--- config.mk ---
export PLATFORM = sky130hd
export DESIGN_NAME = fwd_unit
export DESIGN_NICKNAME = d
export VERILOG_FILES = /design/src/rtl/fwd_pkg.sv /design/src/rtl/fwd_hit.sv /design/src/rtl/fwd_omux.sv /design/src/rtl/fwd_lane.sv /design/src/rtl/fwd_unit.sv
export SDC_FILE = /design/constraint.sdc
export NUM_CORES = 1
export LEC_CHECK = 0
export BUFFER_PORTS_ARGS = -buffer_cell sky130_fd_sc_hd__buf_2
export CORE_ASPECT_RATIO = 1.5
export CORE_MARGIN = 3
export CORE_UTILIZATION = 37
export DETAILED_ROUTE_END_ITERATION = 16
export PLACE_DENSITY = 0.81
export SLEW_MARGIN = 40
export SYNTH_ARGS = -nofsm -noshare
export SYNTH_HDL_FRONTEND = slang
export SYNTH_SLANG_ARGS = --single-unit
export TNS_END_PERCENT = 5
--- constraint.sdc ---
create_clock -name vclk -period 1.5
set_clock_uncertainty 0.05 [all_clocks]
set_input_delay 0.15 -clock vclk [all_inputs]
set_output_delay 0.15 -clock vclk [all_outputs]
set_load 0.01 [all_outputs]
--- src/rtl/fwd_pkg.sv ---
package fwd_pkg;

    // Operand source select; encoding is fixed by the mux control contract.
    typedef enum logic [1:0] {
        SEL_RF  = 2'b00,
        SEL_WB  = 2'b01,
        SEL_MEM = 2'b10,
        SEL_RSV = 2'b11
    } fwd_sel_e;

    // Priority rule: the younger producer is consulted first.
    function automatic fwd_sel_e pick_source(input logic hit_mem, input logic hit_wb);
        if (hit_mem)     return SEL_MEM;
        else if (hit_wb) return SEL_WB;
        else             return SEL_RF;
    endfunction

endpackage

--- src/rtl/fwd_hit.sv ---
module fwd_hit #(
    parameter int REG_AW = 5
) (
    input  logic [REG_AW-1:0] src,
    input  logic              wen,
    input  logic [REG_AW-1:0] dst,
    output logic              hit
);
    localparam logic [REG_AW-1:0] ZERO_REG = '0;

    always_comb begin
        hit = wen && (dst != ZERO_REG) && (dst == src);
    end
endmodule

--- src/rtl/fwd_omux.sv ---
module fwd_omux
    import fwd_pkg::*;
#(
    parameter int DATA_W = 32
) (
    input  fwd_sel_e          sel,
    input  logic [DATA_W-1:0] rf_val,
    input  logic [DATA_W-1:0] mem_val,
    input  logic [DATA_W-1:0] wb_val,
    output logic [DATA_W-1:0] out
);
    always_comb begin
        unique case (sel)
            SEL_MEM: out = mem_val;
            SEL_WB:  out = wb_val;
            default: out = rf_val;   // SEL_RF and the unused code fall back to the file
        endcase
    end
endmodule

--- src/rtl/fwd_lane.sv ---
module fwd_lane
    import fwd_pkg::*;
#(
    parameter int REG_AW = 5,
    parameter int DATA_W = 32
) (
    input  logic [REG_AW-1:0] src,
    input  logic [DATA_W-1:0] rf_val,
    input  logic              mem_wen,
    input  logic [REG_AW-1:0] mem_dst,
    input  logic [DATA_W-1:0] mem_val,
    input  logic              wb_wen,
    input  logic [REG_AW-1:0] wb_dst,
    input  logic [DATA_W-1:0] wb_val,
    output fwd_sel_e          sel,
    output logic [DATA_W-1:0] opnd
);
    logic hit_mem;
    logic hit_wb;

    fwd_hit #(.REG_AW(REG_AW)) u_hit_mem (
        .src(src), .wen(mem_wen), .dst(mem_dst), .hit(hit_mem)
    );

    fwd_hit #(.REG_AW(REG_AW)) u_hit_wb (
        .src(src), .wen(wb_wen), .dst(wb_dst), .hit(hit_wb)
    );

    always_comb begin
        sel = pick_source(hit_mem, hit_wb);
    end

    fwd_omux #(.DATA_W(DATA_W)) u_mux (
        .sel(sel), .rf_val(rf_val), .mem_val(mem_val), .wb_val(wb_val), .out(opnd)
    );

    // Port-level checks on the lane.
    always_comb begin
        a_r8_no_reserved: assert (sel != SEL_RSV)
            else $error("R8 reserved select produced");
        if (sel == SEL_MEM) begin
            a_r2_mem_qualified: assert (mem_wen && mem_dst != '0 && mem_dst == src)
                else $error("R2 memory-stage select without qualifying producer");
            a_r2_mem_data: assert (opnd == mem_val)
                else $error("R2 operand not memory-stage result");
        end
        if (sel == SEL_WB) begin
            a_r3_wb_qualified: assert (wb_wen && wb_dst != '0 && wb_dst == src)
                else $error("R3 write-back select without qualifying producer");
            a_r6_wb_only_if_mem_idle: assert (!(mem_wen && mem_dst != '0 && mem_dst == src))
                else $error("R6 write-back chosen over qualifying memory stage");
        end
        if (sel == SEL_RF) begin
            a_r1_rf_data: assert (opnd == rf_val)
                else $error("R1 operand not register-file value");
        end
    end
endmodule

--- src/rtl/fwd_unit.sv ---
module fwd_unit
    import fwd_pkg::*;
#(
    parameter int REG_AW = 5,
    parameter int DATA_W = 32
) (
    input  logic [REG_AW-1:0] src_a,
    input  logic [REG_AW-1:0] src_b,
    input  logic [DATA_W-1:0] rf_a,
    input  logic [DATA_W-1:0] rf_b,
    input  logic              mem_wen,
    input  logic [REG_AW-1:0] mem_dst,
    input  logic [DATA_W-1:0] mem_res,
    input  logic              wb_wen,
    input  logic [REG_AW-1:0] wb_dst,
    input  logic [DATA_W-1:0] wb_res,
    output logic [1:0]        sel_a,
    output logic [1:0]        sel_b,
    output logic [DATA_W-1:0] opnd_a,
    output logic [DATA_W-1:0] opnd_b
);
    localparam int NUM_OPS = 2;

    logic [REG_AW-1:0] src_v  [NUM_OPS];
    logic [DATA_W-1:0] rf_v   [NUM_OPS];
    fwd_sel_e          sel_v  [NUM_OPS];
    logic [DATA_W-1:0] opnd_v [NUM_OPS];

    always_comb begin
        src_v[0] = src_a;
        src_v[1] = src_b;
        rf_v[0]  = rf_a;
        rf_v[1]  = rf_b;
    end

    for (genvar i = 0; i < NUM_OPS; i++) begin : g_lane
        fwd_lane #(.REG_AW(REG_AW), .DATA_W(DATA_W)) u_lane (
            .src(src_v[i]), .rf_val(rf_v[i]),
            .mem_wen(mem_wen), .mem_dst(mem_dst), .mem_val(mem_res),
            .wb_wen(wb_wen), .wb_dst(wb_dst), .wb_val(wb_res),
            .sel(sel_v[i]), .opnd(opnd_v[i])
        );
    end

    always_comb begin
        sel_a  = sel_v[0];
        sel_b  = sel_v[1];
        opnd_a = opnd_v[0];
        opnd_b = opnd_v[1];
    end

    // operand B never follows A's source field when the fields differ.
    always_comb begin
        if (src_a != src_b && sel_b == SEL_MEM) begin
            a_r7_lane_b_own_field: assert (mem_dst == src_b)
                else $error("R7 operand B forwarded on operand A's register");
        end
    end
endmodule

# Word level (Yosys, flattened, before mapping)
# Index checks and enable logic that the tools add are counted.
[classes]
eq_ne = 8
reduce_logical = 8
muxes = 6
[ops]
columns = ["operator", "n"]
rows = [
  ["32-bit case mux with 2 select lines", 2],
  ["5-bit equality test", 4],
  ["5-bit nonzero test", 2],
  ["1-bit logical AND", 6],
  ["2-bit by 1-bit equality test with 1-bit output (second input constant)", 2],
  ["2-bit equality test (second input constant)", 2],
  ["2-bit 2-to-1 mux", 2],
  ["1-bit 2-to-1 mux", 2],
]
[word_totals]
word_cells = 22
out_inout_bits = 68
register_bits = 0
in_bits = 150

# Longest topological paths before layout
# Gate-level depths: netlist of the first run.
[depth]
depth_word = 7
ltp_mapped = 6
ltp_nobuf = 5

# Cells and area by module
# A second synthesis of the first run with hierarchy kept.
[unflattened]
hier_cells = 270
hier_area_um2 = 1621.6
[modules_own_cells]
columns = ["mod", "area_each_um2", "seq_area_each_um2", "instances", "cells_per_inst"]
rows = [
  ["fwd_omux", 636.9, 0.0, 2, 113],
  ["fwd_hit", 76.3, 0.0, 4, 10],
  ["fwd_lane", 21.3, 0.0, 2, 2],
]

# Worst setup path after synthesis of the first run
# OpenSTA, ideal clock, no wires.
[synth_path]
kind = "in2out"
startpoint = "input port mem_dst[4]"
endpoint = "output port sel_b[0]"
t_arrival_ns = 1.553
setup_slack_ns = -0.253
path_stages = 6
path_buffers = 1
required_time_ns = 1.300
cell_sequence = "or4_4 -> o211ai_2 -> or2_1 -> buf_2 -> inv_2 -> nor4_2"
[synth_between]
elab_chain_len = 4
word_cells_on_any_way = 5
cone_classes = "1 x eq/ne; 1 x mux; 3 x reduce/logical"
[synth_rtl]
columns = ["item", "line_no", "text"]
rows = [
  ["start: declaration", "fwd_unit.sv:12", "input logic [REG_AW-1:0] mem_dst,"],
  ["5-bit nonzero test", "fwd_hit.sv:12", "hit = wen && (dst != ZERO_REG) && (dst == src);"],
  ["1-bit logical AND", "fwd_hit.sv:12", ""],
  ["1-bit logical AND (*)", "fwd_hit.sv:12", ""],
  ["via g_lane[1].u_lane.hit_mem", "fwd_lane.sv:18", "logic hit_mem;"],
  ["2-bit 2-to-1 mux (*)", "fwd_pkg.sv:13", "if (hit_mem) return SEL_MEM;"],
  ["end: declaration", "fwd_unit.sv:18", "output logic [1:0] sel_b,"],
]
# The timed path passes the listed nets; every way through them passes the cells marked *.

# Final worst setup path of the first run
[layout_path]
startpoint = "input port wb_dst[2]"
endpoint = "output port opnd_b[16]"
[layout_between]
elab_chain_len = 7
word_cells_on_any_way = 9
cone_classes = "3 x eq/ne; 3 x mux; 3 x reduce/logical"
[layout_rtl]
columns = ["item", "line_no", "text"]
rows = [
  ["start: declaration", "fwd_unit.sv:15", "input logic [REG_AW-1:0] wb_dst,"],
  ["5-bit nonzero test", "fwd_hit.sv:12", ""],
  ["1-bit logical AND", "fwd_hit.sv:12", ""],
  ["1-bit logical AND (*)", "fwd_hit.sv:12", ""],
  ["1-bit 2-to-1 mux (*)", "fwd_pkg.sv:14", "else if (hit_wb) return SEL_WB;"],
  ["2-bit 2-to-1 mux (*)", "fwd_pkg.sv:13", ""],
  ["2-bit by 1-bit equality test with 1-bit output / 2-bit equality test (equally long branches)", "--", ""],
  ["32-bit case mux with 2 select lines (*)", "fwd_omux.sv:13", "unique case (sel)"],
  ["end: declaration", "fwd_unit.sv:20", "output logic [DATA_W-1:0] opnd_b"],
]
# Every way passes the cells marked *; elsewhere a longest branch is shown, timed or not.

==> results of run 1 <==
worst paths after layout:
| path | startpoint | endpoint | slack, ns |
|---|---|---|---|
| worst min-delay path | rf_b[8] | opnd_b[8] | 0.60 |
| worst max-delay path | wb_dst[2] | opnd_b[16] | -0.51 |
routing by layer:
metal	share of wire [%]	track usage [%]
met4	6.7	20.2
met2	50	60.7
met3	9.0	2.70
met1	34	39.2
met5	0	0
report_power, final:
part	total (uW)	switching, uW	leakage [uW]	internal, uW
registers	0	0	0	0
logic	1770	1070	0.00184	699
clock network	0	0	0	0
layout by cell type, fill, tap and decap left out, types with 6 or more instances in the layout:
cell	n
buf_6	7
a31oi_1	39
o31ai_2	38
buf_4	41
o31ai_4	12
nor4_1	59
a31oi_2	24
nor4_2	6
o31ai_1	14
nor3_1	63
nand2_1	96
buf_12	12
buf_2	214
xnor2_1	10
worst max-delay path: stages:
cell	delay, ns
buf_2	0.11
buf_4	0.14
xor2_1	0.18
or3_4	0.44
buf_12	0.19
o31ai_1	0.28
a31oi_1	0.15
buf_2	0.16
through the flow:
| stage | setup WS [ns] | instance area (sq um) |
|---|---|---|
| final | -0.509 | 4960 |
| after global routing | -0.568 | 4960 |
| after CTS | -0.461 | 4580 |
| after detailed placement | -0.544 | 4350 |
| after global placement | -0.639 | 4330 |
| after floorplan | -0.161 | 2860 |
repair_timing:
action,4_1_cts,5_1_grt
pin swaps,5,11
endpoints found under the setup margin,68,68
resized for setup,34,64
buffers inserted,1,0
cloned,2,1
cells by family (layout without fill, tap and decap cells):
logic type,Yosys count,after routing,share of synthesized area [%]
AOI/OAI and AO/OA,133,133,36.0
xor gates and xnor gates,20,20,6.78
buffers and inverters,75,284,11.8
and+or+nand+nor,236,236,45.4
layout make-up:
cell class | count | share of cell area, %
inverter | 3 | 0.328
multi-input combinational | 389 | 60.7
tap | 76 | 1.92
timing repair buffer | 281 | 37.0
==> results.sh, run 1 <==
export IMPL_status="finished, violations left"
export IMPL_violations="setup timing"
export IMPL_hpwl_microns=10700
export IMPL_drtIter0Drc=644
export IMPL_fin_nets=825
export IMPL_nFlopsAndLatches=0
export IMPL_hp_class="in2out"
export IMPL_port_buffers=218
export IMPL_drive_gt1_share_pct=57.1
export IMPL_synth_top_area_share_pct=18.6
export IMPL_layout_cells_non_filler=749
export IMPL_area_delta_synth_final_pct=92.0
export IMPL_slew_violations=0
export IMPL_leakage_uw=0.00184
export IMPL_syn_area_sq_um=2580
export IMPL_yosysWarnings=0
export IMPL_die_area_sq_um=8050
export IMPL_grt_first_pass_wirelength_microns=22100
export IMPL_yosys_top_cells_area="o31ai_1 19%, nor4_1 16%, a31oi_1 15%"
export IMPL_post_route_period_util_pct=134
export IMPL_worst_pin_slew_ns=0.389
export IMPL_dp_cells=745
export IMPL_drc=0
export IMPL_worstPathArrival_ns=1.81
export IMPL_rsz0062_at_grt="true"
export IMPL_synth_common_cells="96 x nand2_1, 65 x nor4_1, 64 x a31oi_1, 64 x nor3_1, 64 x o31ai_1"
export IMPL_finalHoldViolCount=0
export IMPL_synth_cell_type_count=22
export IMPL_synth_most_common_cell="nand2_1"
export IMPL_die_w_microns=74.2
export IMPL_maxCapViolCount=0
export IMPL_hold_ws_ns=0.604
export IMPL_synth_avg_cell_area_sq_um=5.57
export IMPL_slew_headroom_pct=74.0
export IMPL_end_kind="output pin"
export IMPL_cp_start_kind="input port"
export IMPL_post_drt_wl_per_cell_microns=21.2
export IMPL_cts_hold_buf=0
export IMPL_cp_max_fo=17
export IMPL_synth_seq_area_share_pct=0
export IMPL_hold_path_cell_count=4
export IMPL_gp_congestion=0.992
export IMPL_die_h_microns=108
export IMPL_viasPerCell=6.86
export IMPL_initial_core_util_pct=39.0
export IMPL_n_fill_cell=492
export IMPL_grt_pass1_vias=4721
export IMPL_nClkBuffers=0
export IMPL_power_uw=1770
export IMPL_critPathKind="in2out"
export IMPL_power_density_nw_per_um2=357
export IMPL_grt_max_degree=37
export IMPL_rows=36
export IMPL_multi_input_area_sq_um=3010
export IMPL_grt_total_usage_pct=34.4
export IMPL_crit_required_ns=1.30
export IMPL_ant_nets=0
export IMPL_wirelength_microns=15900
export IMPL_ff_latch_area_sq_um=0
export IMPL_io_pin_count=218
export IMPL_peakVddDrop_v=0.000438
export IMPL_clock_fmax_mhz=498
export IMPL_antenna_found_initial=0
export IMPL_antennaDiodeCount=0
export IMPL_finalSetupTns_ns=-28.25
export IMPL_fin_ws_ns=-0.509
export IMPL_setup_viol=68
export IMPL_dr_pass1_iters=5
export IMPL_vias=5136
export IMPL_synth_top_cell_by_area="o31ai_1"
export IMPL_core_region_area_sq_um=6620
export IMPL_min_period_ns=2.01
export IMPL_synth_nets=614
export IMPL_syn_inst=464
export IMPL_grt_ovfl_total=0
export IMPL_postLayoutCoreUtil_pct=75.0
No activity file was read; power rests on OpenSTA's default activity.
==> inputs of run 2 (changes only) <==
Settings changed: CORE_ASPECT_RATIO 1.5 to default.
==> results.sh, run 2 (synthesis results as in run 1) <==
export IMPL_status="finished, violations left"
export IMPL_violations="setup timing"
export IMPL_critPathKind="in2out"
export IMPL_io_pin_count=218
export IMPL_place_worst_setup_slack_ns=-0.534
export IMPL_layout_cells_non_filler=762
export IMPL_setup_viol=68
export IMPL_maxCapViolCount=0
export IMPL_fin_nets=821
export IMPL_drive_gt1_share_pct=53.5
export IMPL_worstHoldStart="rf_b[17]"
export IMPL_cp_max_fo=18
export IMPL_wirelength_microns=14400
export IMPL_crit_slowest_cell="o31ai_1"
export IMPL_critPathLaunch="wb_dst[4]"
export IMPL_hp_class="in2out"
export IMPL_die_area_sq_um=8030
export IMPL_port_buffers=218
export IMPL_rsz0062_at_grt="true"
export IMPL_crit_required_ns=1.30
export IMPL_grt_pass1_vias=4696
export IMPL_grt_ovfl_total=0
export IMPL_grt_first_pass_wirelength_microns=21000
export IMPL_postLayoutCoreUtil_pct=71.1
export IMPL_peakVddDrop_v=0.000327
export IMPL_die_h_microns=89.6
export IMPL_initial_core_util_pct=39.4
export IMPL_antennaDiodeCount=0
export IMPL_grt_total_usage_pct=32.2
export IMPL_final_cell_mix="215 x buf_2, 96 x nand2_1, 64 x nor4_1"
export IMPL_core_region_area_sq_um=6570
export IMPL_critical_path_max_stage_delay_ns=0.44
export IMPL_viasPerCell=6.54
export IMPL_crit_top_cell="buf_2"
export IMPL_power_density_nw_per_um2=349
export IMPL_fin_ws_ns=-0.543
export IMPL_post_route_period_util_pct=136
export IMPL_dp_cells=758
export IMPL_slew_headroom_pct=69.3
export IMPL_min_period_ns=2.04
export IMPL_end_kind="output pin"
export IMPL_nClkBuffers=0
export IMPL_final_common_cell="buf_2"
export IMPL_hpwl_microns=10400
export IMPL_cts_hold_buf=0
export IMPL_rows=29
export IMPL_worst_pin_slew_ns=0.457
export IMPL_n_fill_cell=521
export IMPL_drtIter0Drc=386
export IMPL_antenna_found_initial=0
export IMPL_die_w_microns=89.6
export IMPL_dr_pass1_iters=8
export IMPL_slew_violations=0
export IMPL_gp_congestion=0.832
export IMPL_multi_input_area_sq_um=2800
export IMPL_ant_nets=0
export IMPL_nFlopsAndLatches=0
export IMPL_vias=4985
export IMPL_drc=0
export IMPL_cp_start_kind="input port"
export IMPL_ff_latch_area_sq_um=0
export IMPL_grt_max_degree=39
export IMPL_finalHoldViolCount=0
export IMPL_leakage_uw=0.00175
export IMPL_clock_fmax_mhz=489
export IMPL_area_delta_synth_final_pct=80.7
export IMPL_post_drt_wl_per_cell_microns=19.0
export IMPL_cp_cell_sequence="buf_2, buf_4, xor2_2, or3_1, buf_6, o31ai_1, a31oi_2, buf_2"
export IMPL_worstPathArrival_ns=1.84
run 2: cell count changes in the layout (fill, tap and decap cells not counted), moves of 3 or more:
cell and delta:
nor4_2 -5, nor4_1 +5, o31ai_2 -12, buf_8 -3, o31ai_1 +17, o31ai_4 -5
xor2_4 -4, xor2_2 +4
run 2: per-stage QoR:
stage / setup TNS (ns) / hold WS, ns / power (uW) / area, sq um
2_1_floorplan: -10.16 / 0.415 / 791 / 2860
3_3_place_gp: -39.03 / 0.606 / 1400 / 4210
3_5_place_dp: -31.33 / 0.605 / 1450 / 4230
4_1_cts: -26.09 / 0.606 / 1540 / 4500
5_1_grt: -31.08 / 0.624 / 1730 / 4670
6_report: -27.55 / 0.606 / 1630 / 4670
run 2: per-layer routing:
layer	part of all wire [%]	GRT usage, %
met1	36	37.0
met2	48	57.2
met3	11	5.11
met4	5.1	16.4
met5	0	0
run 2: repair_timing:
action	4_1_cts	5_1_grt
cloned	0	2
gates resized for setup	47	20
pin swaps	5	6
endpoints found under the setup margin	68	68
buffers inserted	2	0
run 2: layout make-up:
class | count | share of cell area (%)
multi-input combinational | 389 | 60.0
timing repair buffer | 277 | 37.1
tap | 93 | 2.49
inverter | 3 | 0.348
run 2: worst max-delay path: cells and delay by family:
family / cells / cell delay, ns
xor+xnor: 1 / 0.14
compound gates: 2 / 0.59
simple gates: 1 / 0.35
buf+inv: 4 / 0.61
run 2: worst paths after layout:
check	depth (start not counted)	to	slack (ns)
setup / recovery	8	opnd_b[11]	-0.54
hold / removal	4	opnd_b[17]	0.61
run 2: report_power, final:
part / internal (uW) / total, uW / switching, uW
clock: 0 / 0 / 0
sequential: 0 / 0 / 0
combinational: 640 / 1630 / 990
total: 640 / 1630 / 990
